## src/rtl/gpio_bank_pkg.sv

```systemverilog
package gpio_bank_pkg;

  // Register offsets; software depends on this layout.
  localparam int unsigned OFS_DATA = 32'h00;
  localparam int unsigned OFS_SET  = 32'h04;
  localparam int unsigned OFS_CLR  = 32'h08;
  localparam int unsigned OFS_TGL  = 32'h0C;
  localparam int unsigned OFS_PIN  = 32'h10;

  typedef enum logic [2:0] {
    SEL_NONE = 3'd0,
    SEL_DATA = 3'd1,
    SEL_SET  = 3'd2,
    SEL_CLR  = 3'd3,
    SEL_TGL  = 3'd4,
    SEL_PIN  = 3'd5
  } reg_sel_e;

endpackage

```

## src/rtl/gpio_reg_decode.sv

```systemverilog
module gpio_reg_decode
  import gpio_bank_pkg::*;
#(
  parameter int ADDR_W = 8
) (
  input  logic              bus_valid,
  input  logic              bus_write,
  input  logic [ADDR_W-1:0] bus_addr,
  output reg_sel_e          sel,
  output logic              ld_en,
  output logic              set_en,
  output logic              clr_en,
  output logic              tgl_en,
  output logic              rd_en
);

  always_comb begin
    if      (bus_addr == ADDR_W'(OFS_DATA)) sel = SEL_DATA;
    else if (bus_addr == ADDR_W'(OFS_SET))  sel = SEL_SET;
    else if (bus_addr == ADDR_W'(OFS_CLR))  sel = SEL_CLR;
    else if (bus_addr == ADDR_W'(OFS_TGL))  sel = SEL_TGL;
    else if (bus_addr == ADDR_W'(OFS_PIN))  sel = SEL_PIN;
    else                                    sel = SEL_NONE;
  end

  logic wr_req;
  assign wr_req = bus_valid && bus_write;
  assign rd_en  = bus_valid && !bus_write;
  assign ld_en  = wr_req && (sel == SEL_DATA);
  assign set_en = wr_req && (sel == SEL_SET);
  assign clr_en = wr_req && (sel == SEL_CLR);
  assign tgl_en = wr_req && (sel == SEL_TGL);

endmodule

```

## src/rtl/gpio_out_latch.sv

```systemverilog
module gpio_out_latch #(
  parameter int WIDTH = 32
) (
  input  logic             clk,
  input  logic             rst,
  input  logic             ld_en,
  input  logic             set_en,
  input  logic             clr_en,
  input  logic             tgl_en,
  input  logic [WIDTH-1:0] mask,
  output logic [WIDTH-1:0] q
);

  always_ff @(posedge clk) begin
    if (rst)         q <= '0;
    else if (ld_en)  q <= mask;
    else if (set_en) q <= q | mask;
    else if (clr_en) q <= q & ~mask;
    else if (tgl_en) q <= q ^ mask;
  end

  // set touches only masked bits
  a_r3_set_bits: assert property (@(posedge clk) disable iff (rst)
    set_en |=> q == ($past(q) | $past(mask)));

  // clear touches only masked bits
  a_r4_clr_bits: assert property (@(posedge clk) disable iff (rst)
    clr_en |=> q == ($past(q) & ~$past(mask)));

  // toggle inverts only masked bits
  a_r5_tgl_bits: assert property (@(posedge clk) disable iff (rst)
    tgl_en |=> q == ($past(q) ^ $past(mask)));

  // without a write strobe the latch holds
  a_r10_hold: assert property (@(posedge clk) disable iff (rst)
    !(ld_en || set_en || clr_en || tgl_en) |=> $stable(q));

  // the decoder never raises two strobes at once
  a_r8_one_strobe: assert property (@(posedge clk) disable iff (rst)
    $onehot0({ld_en, set_en, clr_en, tgl_en}));

endmodule

```

## src/rtl/gpio_pin_sync.sv

```systemverilog
module gpio_pin_sync #(
  parameter int WIDTH  = 32,
  parameter int STAGES = 2
) (
  input  logic             clk,
  input  logic             rst,
  input  logic [WIDTH-1:0] d,
  output logic [WIDTH-1:0] q
);

  logic [WIDTH-1:0] stage [STAGES];

  always_ff @(posedge clk) begin
    if (rst) begin
      for (int i = 0; i < STAGES; i++) stage[i] <= '0;
    end else begin
      stage[0] <= d;
      for (int i = 1; i < STAGES; i++) stage[i] <= stage[i-1];
    end
  end

  assign q = stage[STAGES-1];

  generate
    if (STAGES >= 2) begin : g_chk
      // the last stage follows the one before it by one cycle
      a_r7_sync_shift: assert property (@(posedge clk) disable iff (rst)
        1'b1 |=> stage[STAGES-1] == $past(stage[STAGES-2]));
    end
  endgenerate

endmodule

```

## src/rtl/gpio_data_bank.sv

```systemverilog
module gpio_data_bank
  import gpio_bank_pkg::*;
#(
  parameter int PINS        = 32,
  parameter int ADDR_W      = 8,
  parameter int SYNC_STAGES = 2
) (
  input  logic              clk,
  input  logic              rst,
  input  logic              bus_valid,
  input  logic              bus_write,
  input  logic [ADDR_W-1:0] bus_addr,
  input  logic [PINS-1:0]   bus_wdata,
  output logic [PINS-1:0]   bus_rdata,
  input  logic [PINS-1:0]   pins_in,
  output logic [PINS-1:0]   pins_out
);

  reg_sel_e        sel;
  logic            ld_en, set_en, clr_en, tgl_en, rd_en;
  logic [PINS-1:0] pins_sync;
  logic [PINS-1:0] rd_mux;

  gpio_reg_decode #(.ADDR_W(ADDR_W)) u_decode (
    .bus_valid (bus_valid),
    .bus_write (bus_write),
    .bus_addr  (bus_addr),
    .sel       (sel),
    .ld_en     (ld_en),
    .set_en    (set_en),
    .clr_en    (clr_en),
    .tgl_en    (tgl_en),
    .rd_en     (rd_en)
  );

  gpio_out_latch #(.WIDTH(PINS)) u_latch (
    .clk    (clk),
    .rst    (rst),
    .ld_en  (ld_en),
    .set_en (set_en),
    .clr_en (clr_en),
    .tgl_en (tgl_en),
    .mask   (bus_wdata),
    .q      (pins_out)
  );

  gpio_pin_sync #(.WIDTH(PINS), .STAGES(SYNC_STAGES)) u_sync (
    .clk (clk),
    .rst (rst),
    .d   (pins_in),
    .q   (pins_sync)
  );

  always_comb begin
    unique case (sel)
      SEL_DATA: rd_mux = pins_out;
      SEL_PIN:  rd_mux = pins_sync;
      default:  rd_mux = '0;
    endcase
  end

  always_ff @(posedge clk) begin
    if (rst)        bus_rdata <= '0;
    else if (rd_en) bus_rdata <= rd_mux;
    else            bus_rdata <= '0;
  end

  // any edge without a read leaves zero on the read bus
  a_r9_idle_zero: assert property (@(posedge clk) disable iff (rst)
    !(bus_valid && !bus_write) |=> bus_rdata == '0);

  // a read of the data register returns the latch as it was
  a_r2_read_data: assert property (@(posedge clk) disable iff (rst)
    (bus_valid && !bus_write && bus_addr == ADDR_W'(OFS_DATA))
      |=> bus_rdata == $past(pins_out));

  // a write to an unmapped offset leaves the pins alone
  a_r8_unmapped_wr: assert property (@(posedge clk) disable iff (rst)
    (bus_valid && bus_write && bus_addr != ADDR_W'(OFS_DATA)
      && bus_addr != ADDR_W'(OFS_SET) && bus_addr != ADDR_W'(OFS_CLR)
      && bus_addr != ADDR_W'(OFS_TGL)) |=> $stable(pins_out));

endmodule

```

## config.mk

```make
export PLATFORM = sky130hd
export DESIGN_NAME = gpio_data_bank
export DESIGN_NICKNAME = d
export VERILOG_FILES = /design/src/rtl/gpio_bank_pkg.sv /design/src/rtl/gpio_reg_decode.sv /design/src/rtl/gpio_out_latch.sv /design/src/rtl/gpio_pin_sync.sv /design/src/rtl/gpio_data_bank.sv
export SDC_FILE = /design/constraint.sdc
export NUM_CORES = 1
export LEC_CHECK = 0
export ABC_AREA = 1
export BUFFER_PORTS_ARGS = -buffer_cell sky130_fd_sc_hd__buf_2
export CAP_MARGIN = 5
export CORE_ASPECT_RATIO = 0.5
export CORE_UTILIZATION = 40
export DETAILED_ROUTE_END_ITERATION = 10
export GPL_ROUTABILITY_DRIVEN = 0
export PLACE_DENSITY = 0.68
export SKIP_LAST_GASP = 1
export SLEW_MARGIN = 0
export SYNTH_ARGS = -nofsm -noshare
export SYNTH_HDL_FRONTEND = slang
export SYNTH_SLANG_ARGS = --single-unit
```

## constraint.sdc

```tcl
create_clock -name clk -period 1.63 [get_ports clk]
set_clock_uncertainty 0.05 [all_clocks]
set_input_delay 0.2445 -clock clk [delete_from_list [all_inputs] [get_ports clk]]
set_output_delay 0.2445 -clock clk [all_outputs]
set_load 0.02 [all_outputs]
```

# ---- Word-level counts from Yosys, hierarchy flattened
# Memories as Yosys holds them, arrays and structs flattened.
# Index checks and enable logic that the tools add are counted.
dict set report totals {
  inputBits 76
  ramBits 64
  regBits 64
  wordCells 44
  n_memories 1
}
# memory depth width read_ports rd_ports_with_merged_regs write_ports line_no
set memory_table {}
lappend memory_table {u_sync.stage 2 32 2 0 2 gpio_pin_sync.sv:11} ;# logic [WIDTH-1:0] stage [STAGES];
dict set report classes {
  n_eq_ne 9
  bitwise 7
  n_mux 15
  reduce_logical 10
}
# cell count
set ops {}
lappend ops {{32-bit two-way mux} 6}
lappend ops {{32-bit case mux with 2 select lines} 1}
lappend ops {{32-bit AND} 1}
lappend ops {{32-bit inverter} 1}
lappend ops {{32-bit OR} 1}
lappend ops {{32-bit bitwise XOR} 1}
lappend ops {{8-bit by 4-bit equality test with 1-bit output, second input constant} 2}
lappend ops {{3-bit two-way mux} 5}
lappend ops {{8-bit by 3-bit equality test with 1-bit output, second input constant} 1}
lappend ops {{8-bit by 5-bit equality test with 1-bit output, second input constant} 1}
lappend ops {{8-bit logical NOT} 1}
lappend ops {{3-bit by 2-bit equality test with 1-bit output, second input constant} 2}
lappend ops {{3-bit equality test, second input constant} 2}
lappend ops {{1-bit logical AND} 6}
lappend ops {{4-bit nonzero test} 1}
lappend ops {{3-bit by 1-bit equality test with 1-bit output, second input constant} 1}
lappend ops {{1-bit two-way mux} 3}
lappend ops {{1-bit OR} 2}
lappend ops {{2-bit OR reduction} 1}
lappend ops {{1-bit logical NOT} 1}
lappend ops {{1-bit inverter} 1}

# ---- Logic depth before layout (Yosys ltp)
# Gate-level depths: netlist (run 1).
dict set report logic_depth {
  depth_word 12
  mapped_depth 10
  mapped_depth_nobuf 10
}

# ---- Cells and area by module
# A second synthesis (run 1) with hierarchy kept.
dict set report hier_totals {
  hier_cells 1004
  hier_area_um2 7173.1
}
# module n_inst area_each_um2 cells_each
set by_module_without_submodules {}
lappend by_module_without_submodules {gpio_out_latch 1 3462.1 580}
lappend by_module_without_submodules {gpio_pin_sync 1 2080.7 231}
lappend by_module_without_submodules {gpio_data_bank 1 1422.6 155}
lappend by_module_without_submodules {gpio_reg_decode 1 207.7 38}

# ---- Worst setup path before layout (run 1)
# No wires, ideal clock.
dict set report synth_timing {
  path_type {input-to-reg}
  start {input port bus_addr[5]}
  end {register u_latch.q[10]}
  t_arrival_ns 1.174
  required_time_ns 1.437
  n_path_buf 1
  path_stages 9
  setup_slack_ns 0.262
  cell_sequence {nor2_2 > nand2_4 > inv_8 > nand3_2 > nand2_2 > nor2_8 > buf_6 > a21oi_2 > a21oi_2}
}
dict set report synth_via {
  elab_chain_len 11
  elab_cells_between_ends 22
  classes_between {8 x eq/ne; 8 x mux; 6 x reduce/logical}
}
# element line_no
set synth_rtl {}
lappend synth_rtl {{from (decl)} gpio_data_bank.sv:12} ;# input logic [ADDR_W-1:0] bus_addr,
lappend synth_rtl {{8-bit by 5-bit equality test with 1-bit output} gpio_reg_decode.sv:22} ;# else if (bus_addr == ADDR_W'(OFS_PIN)) sel = SEL_PIN;
lappend synth_rtl {{3-bit two-way mux} gpio_reg_decode.sv:22}
lappend synth_rtl {{3-bit two-way mux} gpio_reg_decode.sv:21} ;# else if (bus_addr == ADDR_W'(OFS_TGL)) sel = SEL_TGL;
lappend synth_rtl {{3-bit two-way mux} gpio_reg_decode.sv:20} ;# else if (bus_addr == ADDR_W'(OFS_CLR)) sel = SEL_CLR;
lappend synth_rtl {{3-bit two-way mux} gpio_reg_decode.sv:19} ;# else if (bus_addr == ADDR_W'(OFS_SET)) sel = SEL_SET;
lappend synth_rtl {{3-bit two-way mux *} gpio_reg_decode.sv:18} ;# if (bus_addr == ADDR_W'(OFS_DATA)) sel = SEL_DATA;
lappend synth_rtl {{3-bit by 2-bit equality test with 1-bit output} gpio_reg_decode.sv:31} ;# assign clr_en = wr_req && (sel == SEL_CLR);
lappend synth_rtl {{1-bit logical AND} gpio_reg_decode.sv:31}
lappend synth_rtl {{32-bit two-way mux} gpio_out_latch.sv:18} ;# else if (clr_en) q <= q & ~mask;
lappend synth_rtl {{32-bit two-way mux} gpio_out_latch.sv:17} ;# else if (set_en) q <= q | mask;
lappend synth_rtl {{32-bit two-way mux} gpio_out_latch.sv:16} ;# else if (ld_en) q <= mask;
lappend synth_rtl {{to (signal assigned)} gpio_out_latch.sv:16}
lappend synth_rtl {{to (signal assigned)} gpio_out_latch.sv:17}
lappend synth_rtl {{to (signal assigned)} gpio_out_latch.sv:18}
lappend synth_rtl {{to (decl)} gpio_out_latch.sv:11} ;# output logic [WIDTH-1:0] q
# Every way passes the cells marked *; elsewhere a longest branch is shown, timed or not.
# A chain may end at the register's enable or synchronous reset.

# ---- Final worst setup path (run 1)
dict set report layout_timing {
  start {register u_latch.q[31]}
  end {output port pins_out[31]}
}
# element line_no
set layout_rtl {}
lappend layout_rtl {{to (decl)} gpio_data_bank.sv:16} ;# output logic [PINS-1:0] pins_out
# No word-level cell between the ends.

==> results of run 1 <==
what timing repair did:
action	4_1_cts	5_1_grt
resized for setup	0	0
hold buffers	29	0
endpoints found under the hold margin	29	0
final timing paths:
| kind | startpoint | slack, ps | cells after the start | end |
|---|---|---|---|---|
| worst min-delay path | pins_in[29] | 9 | 3 | u_sync.stage[0][29] |
| worst max-delay path | u_latch.q[31] | 220 | 1 | pins_out[31] |
| worst min register to register | u_sync.stage[0][7] | 350 | 2 | u_sync.stage[0][39] |
| worst max register to register | u_latch.q[31] | 320 | 6 | u_latch.q[31] |
cells in the mapped netlist, drive strengths merged:
| master | number | share of area |
|---|---|---|
| nand3 | 192 | 0.17 |
| inv | 139 | 0.078 |
| dfxtp | 128 | 0.38 |
| nor2 | 108 | 0.065 |
| a21oi | 95 | 0.10 |
| ha | 64 | 0.12 |
| nand2 | 57 | 0.036 |
| buf | 32 | 0.033 |
| clkbuf | 24 | 0.013 |
| nand4 | 1 | 0.0019 |
| o21a | 1 | 0.0011 |
| or3b | 1 | 0.0013 |
worst min-delay path, cell delays in order:
cell and delay [ps]:
buf_2 100, inv_1 50, nor2_1 40
logic make-up (layout without fill, tap and decap cells):
family | Yosys count | after routing | synth area share
DFF | 128 | 128 | 0.3791
adders and majority gates | 64 | 64 | 0.1185
AOI/OAI and AO/OA | 96 | 96 | 0.1042
and+or+nand+nor | 359 | 359 | 0.2734
buffers and inverters | 195 | 367 | 0.1248
stage by stage:
step / power (mW) / setup TNS [ps]
2_1_floorplan: 3.590 / 0
3_3_place_gp: 3.780 / 0
3_5_place_dp: 3.797 / -339.8
4_1_cts: 7.880 / 0
5_1_grt: 8.112 / 0
6_report: 7.820 / 0
metal layers:
metal	vias up	track usage	wire [um]
met5	-	0	0
met4	0	0.07445	299
met3	24	0.04225	821
met2	148	0.3660	8583
met1	2823	0.2743	8230
li1	2998	-	-
power breakdown:
group	leakage, nW	total (mW)	internal [mW]	switching [mW]
Sequential	1.04	3.23	3.20	0.0240
Clock	0.305	4.04	2.46	1.57
Combinational	2.68	0.553	0.233	0.321
Total	4.03	7.82	5.90	1.92
final cells by class:
cell class                 instances  share of cell area
timing repair buffer             196              0.1560
clock buffer                      17             0.04875
sequential                       128              0.2937
tap                              227             0.03255
inverter                         139             0.06065
multi-input combinational        519              0.3857
clock inverter                    15             0.02266
flip-flops by register name, indices dropped and copies added (netlist names):
signal and flops:
u_latch.q 32, u_sync.stage 64, bus_rdata 32
layout by cell type, fill, tap and decap left out:
| cell type | n |
|---|---|
| nand3_2 | 31 |
| or3b_1 | 1 |
| inv_2 | 4 |
| buf_12 | 13 |
| clkinv_4 | 2 |
| nor2_4 | 3 |
| inv_6 | 5 |
| nor2_2 | 4 |
| nor2_1 | 100 |
| clkinvlp_4 | 1 |
| inv_1 | 134 |
| nor2_8 | 1 |
| nand2_4 | 2 |
| a21oi_1 | 36 |
| nand4_2 | 1 |
| clkbuf_16 | 17 |
| nand2_1 | 49 |
| inv_8 | 4 |
| dfxtp_1 | 128 |
| buf_4 | 16 |
| a21oi_2 | 59 |
| nand3_4 | 2 |
| nand2_2 | 6 |
| dlygate4sd3_1 | 29 |
| buf_2 | 138 |
| clkinv_2 | 1 |
| bufinv_16 | 3 |
| nand3_1 | 159 |
| ha_1 | 64 |
| o21a_1 | 1 |
==> results.json, run 1 <==
{
  "antenna_found_initial": 0,
  "clock_latency_ps": 420,
  "worstSetupStartpointType": "flip-flop",
  "synth_warnings": 0,
  "max_freq_ghz": 0.7104,
  "cts_tree": "yes",
  "final_util": 0.5310,
  "setup_ws_ps": 222.4,
  "slowest_delay_ps": 480,
  "via_count": 5993,
  "worstMarginPinSlew_ps": 498.9,
  "syn-num-nets": 982,
  "relSlewSlack": 0.6674,
  "fin_area_um2": 8726,
  "max_cap_viol_count": 0,
  "place_ws_ps": -43.28,
  "numPortBuffers": 139,
  "fin_nets": 1141,
  "io_pins": 140,
  "grt_max_degree": 97,
  "core_region_area_um2": 16430,
  "htree_levels": 4,
  "fillers": 1589,
  "hold_viol_final": 0,
  "grt_setup_unrepaired": "no",
  "cp_top_family": "flip-flops",
  "finalNonFillerCells": 1241,
  "multi_input_area_um2": 3366,
  "antenna_cells": 0,
  "cts_root_buffer": "clkbuf_16",
  "finalSetupViolations": 0,
  "power.density_nw_per_um2": 896.2,
  "postCtsSetupBuffers": 0,
  "wire_per_inst_um": 14.45,
  "crit_arrival_ps": 1110,
  "ir_drop_uv": 687.4,
  "rows": 33,
  "routed_wl_mm": 17.93,
  "syn_area_um2": 6759,
  "placedCellCount": 1180,
  "grt_pass1_vias": 5872,
  "die_x_um": 185.8,
  "dieArea_um2": 17450,
  "finalCriticalPeriod_ps": 1408,
  "clockBufferDepth": 2,
  "ant_nets": 0,
  "track_usage": 0.2161,
  "synthDistinctLibCells": 26,
  "cts_buffers": 17,
  "grt_pass1_wl_mm": 29.49,
  "netlist_instances": 842,
  "period_share": 0.8636,
  "syn_area_per_cell_um2": 8.027,
  "cp-end-kind": "output port",
  "syn_to_final_growth_pct": 29.10,
  "clk_pin_slew_ps": 70,
  "hpwl_mm": 12.04,
  "min_path_type": "primary input to flip-flop",
  "drive_gt1_frac": 0.3087,
  "placedInstanceArea_um2": 7812,
  "holdWs_ps": 9.008,
  "status": "completed",
  "critical_path_class": "flip-flop to output port",
  "path_cells": "buf_2",
  "leakage_nw": 4.030,
  "gr-total-overflow": 0,
  "drtPass1Iterations": 4,
  "ys_ff_latch": 128,
  "critPathRequiredTime_ps": 1340,
  "path_buf_inv": 1,
  "crit_fanout": 5,
  "vias_per_cell": 4.829,
  "slew_viol_final": 0,
  "drtIter0Drc": 387,
  "die_h_um": 93.92,
  "cp_slowest_cell": "dfxtp_1",
  "initial_core_util": 0.4113,
  "drc": 0,
  "regArea_um2": 2562,
  "ys_seq_area_frac": 0.3791,
  "cts_sinks": 128
}
(Power assumes the default switching activity.)
==> inputs of run 2 (changes only) <==
Settings changed: CTS_BUF_LIST set to sky130_fd_sc_hd__clkbuf_4, GPL_TIMING_DRIVEN set to 0, HOLD_SLACK_MARGIN set to 0.08.
==> results.json, run 2 (synthesis gave the netlist of run 1 again) <==
{
  "relSlewSlack": 0.4304,
  "fillers": 1632,
  "largest_register_ffs": 64,
  "path_buf_inv": 1,
  "clk_pin_slew_ps": 120,
  "reg2reg_from": "u_latch.q[0]",
  "cts_root_buffer": "clkbuf_4",
  "antenna_found_initial": 1,
  "power.density_nw_per_um2": 701.9,
  "grt_setup_unrepaired": "no",
  "p_total_mw": 5.881,
  "worstMarginPinSlew_ps": 854.5,
  "hold_start": "bus_wdata[7]",
  "path_cells": "buf_2",
  "ant_nets": 0,
  "rr_worst_depth": 6,
  "drtPass1Iterations": 4,
  "cts_sinks": 128,
  "routed_wl_mm": 17.87,
  "ir_drop_uv": 342.6,
  "regArea_um2": 2564,
  "clock_latency_ps": 520,
  "holdWs_ps": 98.90,
  "cts_buffers": 17,
  "crit_arrival_ps": 1270,
  "die_h_um": 93.92,
  "period_share": 0.9575,
  "multi_input_area_um2": 3353,
  "r2r_slack_ps": 280,
  "hold_viol_final": 0,
  "drtIter0Drc": 426,
  "grt_pass1_vias": 5801,
  "hold_depth": 5,
  "crit_fanout": 5,
  "status": "completed",
  "via_count": 6131,
  "htree_levels": 4,
  "min_to": "u_latch.q[7]",
  "r2r_end": "u_latch.q[0]",
  "io_pins": 140,
  "core_region_area_um2": 16430,
  "placedCellCount": 1207,
  "wire_per_inst_um": 14.00,
  "leakage_nw": 3.888,
  "dieArea_um2": 17450,
  "final_cell_mix": "nand3_1, buf_2, inv_1",
  "cts_tree": "yes",
  "finalSetupViolations": 0,
  "grt_max_degree": 17,
  "fin_tns_setup_ps": 0,
  "worstSetupStartpointType": "flip-flop",
  "cp_top_family": "flip-flops",
  "track_usage": 0.2113,
  "rows": 33,
  "slowest_delay_ps": 520,
  "finalNonFillerCells": 1277,
  "clockBufferDepth": 2,
  "fin_nets": 1177,
  "finalCriticalPeriod_ps": 1561,
  "reg_top3": "u_sync.stage (64), bus_rdata (32), u_latch.q (32)",
  "largest-register": "u_sync.stage",
  "initial_core_util": 0.4113,
  "gr-total-overflow": 0,
  "cp-end-kind": "output port",
  "slew_viol_final": 0,
  "cp_slowest_cell": "dfxtp_1",
  "numPortBuffers": 138,
  "grt_pass1_wl_mm": 28.61,
  "max_cap_viol_count": 0,
  "final_common_cell": "nand3_1",
  "drc": 0,
  "drive_gt1_frac": 0.2965,
  "min_path_type": "primary input to flip-flop",
  "critPathRequiredTime_ps": 1340,
  "vias_per_cell": 4.801,
  "die_x_um": 185.8,
  "critical_path_class": "flip-flop to output port",
  "hpwl_mm": 12.72,
  "max_freq_ghz": 0.6408,
  "syn_to_final_growth_pct": 23.95
}
run 2: cell types whose count changed in the layout (fill, tap and decap cells not counted), sizes merged, moves of 2 or more:
cell,delta
dlygate4sd3,+9
clkbuf,+24
inv,-2
buf,+3
bufinv,-2
clkinv,+2
run 2: how the worst max path moves through the flow:
| stage | cells past startpoint | to | slack (ps) | startpoint |
|---|---|---|---|---|
| finish | 1 | pins_out[30] | 70 | u_latch.q[30] |
| global route | 1 | pins_out[30] | 10 | u_latch.q[30] |
| floorplan | 9 | u_latch.q[10] | 260 | bus_addr[5] |
| CTS | 1 | pins_out[31] | 40 | u_latch.q[31] |
| detailed placement | 7 | bus_rdata[9] | -250 | bus_addr[5] |
| global placement | 7 | bus_rdata[1] | -250 | bus_addr[5] |
run 2: what timing repair did:
item	CTS	global route
endpoints found under the hold margin	38	0
buffers inserted	0	0
gates resized for setup	0	1
setup endpoints to repair	0	1
hold buffers	38	0
run 2: area by class of cell:
cell class	count	area share
Clock inverter	14	0.01583
Antenna cell	1	0.0002987
Clock buffer	17	0.01523
Timing Repair Buffer	176	0.1278
Buffer	56	0.03749
Sequential cell	128	0.3060
Inverter	139	0.06317
Multi-Input combinational cell	519	0.4002
Tap cell	227	0.03390
run 2: per-stage QoR:
| step | util | setup slack (ps) | cell area (um2) |
|---|---|---|---|
| finish | 0.5098 | 69.36 | 8378 |
| global route | 0.5098 | 11.69 | 8378 |
| CTS | 0.5096 | 40.25 | 8374 |
| detailed placement | 0.4706 | -250.8 | 7734 |
| global placement | 0.4706 | -251.0 | 7734 |
| floorplan | - | 262.3 | 6759 |
run 2: routing by layer:
layer / track usage / part of all wire
met5: 0 / 0
met4: 0.08333 / 0.024
met3: 0.04225 / 0.052
met2: 0.3467 / 0.46
met1: 0.2723 / 0.46
run 2: power by group:
part / internal [mW] / switching, mW
clock: 0.778 / 1.31
combinational: 0.234 / 0.330
sequential: 3.20 / 0.0220
total: 4.21 / 1.67
==> inputs of run 3 (changes only) <==
Settings changed: SETUP_SLACK_MARGIN set to 0.4.
==> results.json, run 3 (synthesis gave the netlist of run 1 again) <==
{
  "grt_max_degree": 17,
  "finalSetupViolations": 0,
  "leakage_nw": 4.699,
  "clock_latency_ps": 550,
  "reg_top3": "u_sync.stage (64), bus_rdata (32), u_latch.q (32)",
  "fillers": 1283,
  "ir_drop_uv": 370.0,
  "htree_levels": 4,
  "critical_path_class": "flip-flop to output port",
  "placedCellCount": 1207,
  "routed_wl_mm": 21.63,
  "numPortBuffers": 138,
  "max_cap_viol_count": 0,
  "fin_area_um2": 10500,
  "die_x_um": 185.8,
  "syn_to_final_growth_pct": 55.39,
  "finalNonFillerCells": 1366,
  "drive_gt1_frac": 0.5364,
  "antenna_cells": 0,
  "crit_fanout": 3,
  "crit_arrival_ps": 1080,
  "worstSetupStartpointType": "flip-flop",
  "drc": 0,
  "cts_tree": "yes",
  "cp-end-kind": "output port",
  "period_share": 0.8429,
  "cts_sinks": 128,
  "vias_per_cell": 4.984,
  "slew_viol_final": 0,
  "cts_buffers": 17,
  "hpwl_mm": 12.90,
  "hold_viol_final": 0,
  "largest-register": "u_sync.stage",
  "cts_root_buffer": "clkbuf_4",
  "core_region_area_um2": 16430,
  "clk_pin_slew_ps": 130,
  "placedInstanceArea_um2": 7786,
  "dieArea_um2": 17450,
  "critPathRequiredTime_ps": 1340,
  "cp_slowest_cell": "dfxtp_4",
  "rows": 33,
  "path_cells": "buf_6",
  "power.density_nw_per_um2": 574.4,
  "drtIter0Drc": 461,
  "drtPass1Iterations": 6,
  "gr-total-overflow": 0,
  "max_freq_ghz": 0.7278,
  "path_buf_inv": 1,
  "finalCriticalPeriod_ps": 1374,
  "initial_core_util": 0.4113,
  "cp_top_family": "flip-flops",
  "die_h_um": 93.92,
  "min_path_type": "primary input to flip-flop",
  "wire_per_inst_um": 15.83,
  "final_util": 0.6391,
  "ant_nets": 0,
  "r2r_slack_ps": 310,
  "grt_pass1_wl_mm": 32.51,
  "via_count": 6808,
  "antenna_found_initial": 0,
  "slowest_delay_ps": 410,
  "final_common_cell": "nand3_1",
  "clockBufferDepth": 2,
  "grt_pass1_vias": 6554,
  "fin_nets": 1266,
  "holdWs_ps": 118.3,
  "worstMarginPinSlew_ps": 897.6,
  "relSlewSlack": 0.4016,
  "io_pins": 140,
  "track_usage": 0.2406,
  "status": "completed",
  "largest_register_ffs": 64,
  "regArea_um2": 2723,
  "p_total_mw": 6.033,
  "multi_input_area_um2": 4045,
  "grt_setup_unrepaired": "yes",
  "final_cell_mix": "nand3_1, inv_1, buf_6"
}
[run 3: timing repair]
item,CTS,global route
pin swaps,68,38
resized for setup,305,120
endpoints found under the setup margin,95,125
cloned,0,0
setup buffers,71,19
hold endpoints to repair,37,0
hold buffers,37,0
[run 3: cell type report]
| class | count | share of cell area |
|---|---|---|
| timing repair buffer | 265 | 0.2163 |
| clock inverter | 13 | 0.01191 |
| tap | 227 | 0.02704 |
| inverter | 139 | 0.05397 |
| clock buffer | 19 | 0.01358 |
| buffer | 56 | 0.03276 |
| multi-input combinational | 519 | 0.3852 |
| sequential | 128 | 0.2592 |
[run 3: layer usage]
| metal | up-vias | global-route usage | wire length, um |
|---|---|---|---|
| li1 | 3252 | - | - |
| met1 | 3201 | 0.3000 | 9013 |
| met2 | 280 | 0.4030 | 10370 |
| met3 | 75 | 0.05504 | 1437 |
| met4 | 0 | 0.09426 | 803 |
| met5 | - | 0 | 0 |
[run 3: per-stage QoR]
step	worst slack (ps)	setup TNS, ps
2_1_floorplan	307.1	0
5_1_grt	234.5	0
4_1_cts	255.2	0
3_5_place_dp	-101.1	-4598
6_report	256.0	0
3_3_place_gp	-94.83	-2907
[run 3: worst paths after layout]
kind / startpoint / endpoint / cells past startpoint
worst min register to register: u_sync.stage[0][1] / u_sync.stage[0][33] / 2
worst min-delay path: bus_wdata[31] / u_latch.q[31] / 5
worst max register to register: u_latch.q[31] / u_latch.q[31] / 8
worst max-delay path: u_latch.q[30] / pins_out[30] / 1
[run 3: where the power goes]
group          leakage (nW)  internal [mW]  total [mW]  switching [mW]
clock                 0.145          0.820        2.16            1.34
sequential             1.09           3.15        3.17          0.0206
combinational          3.47          0.304       0.699           0.395
total                  4.70           4.27        6.03            1.76
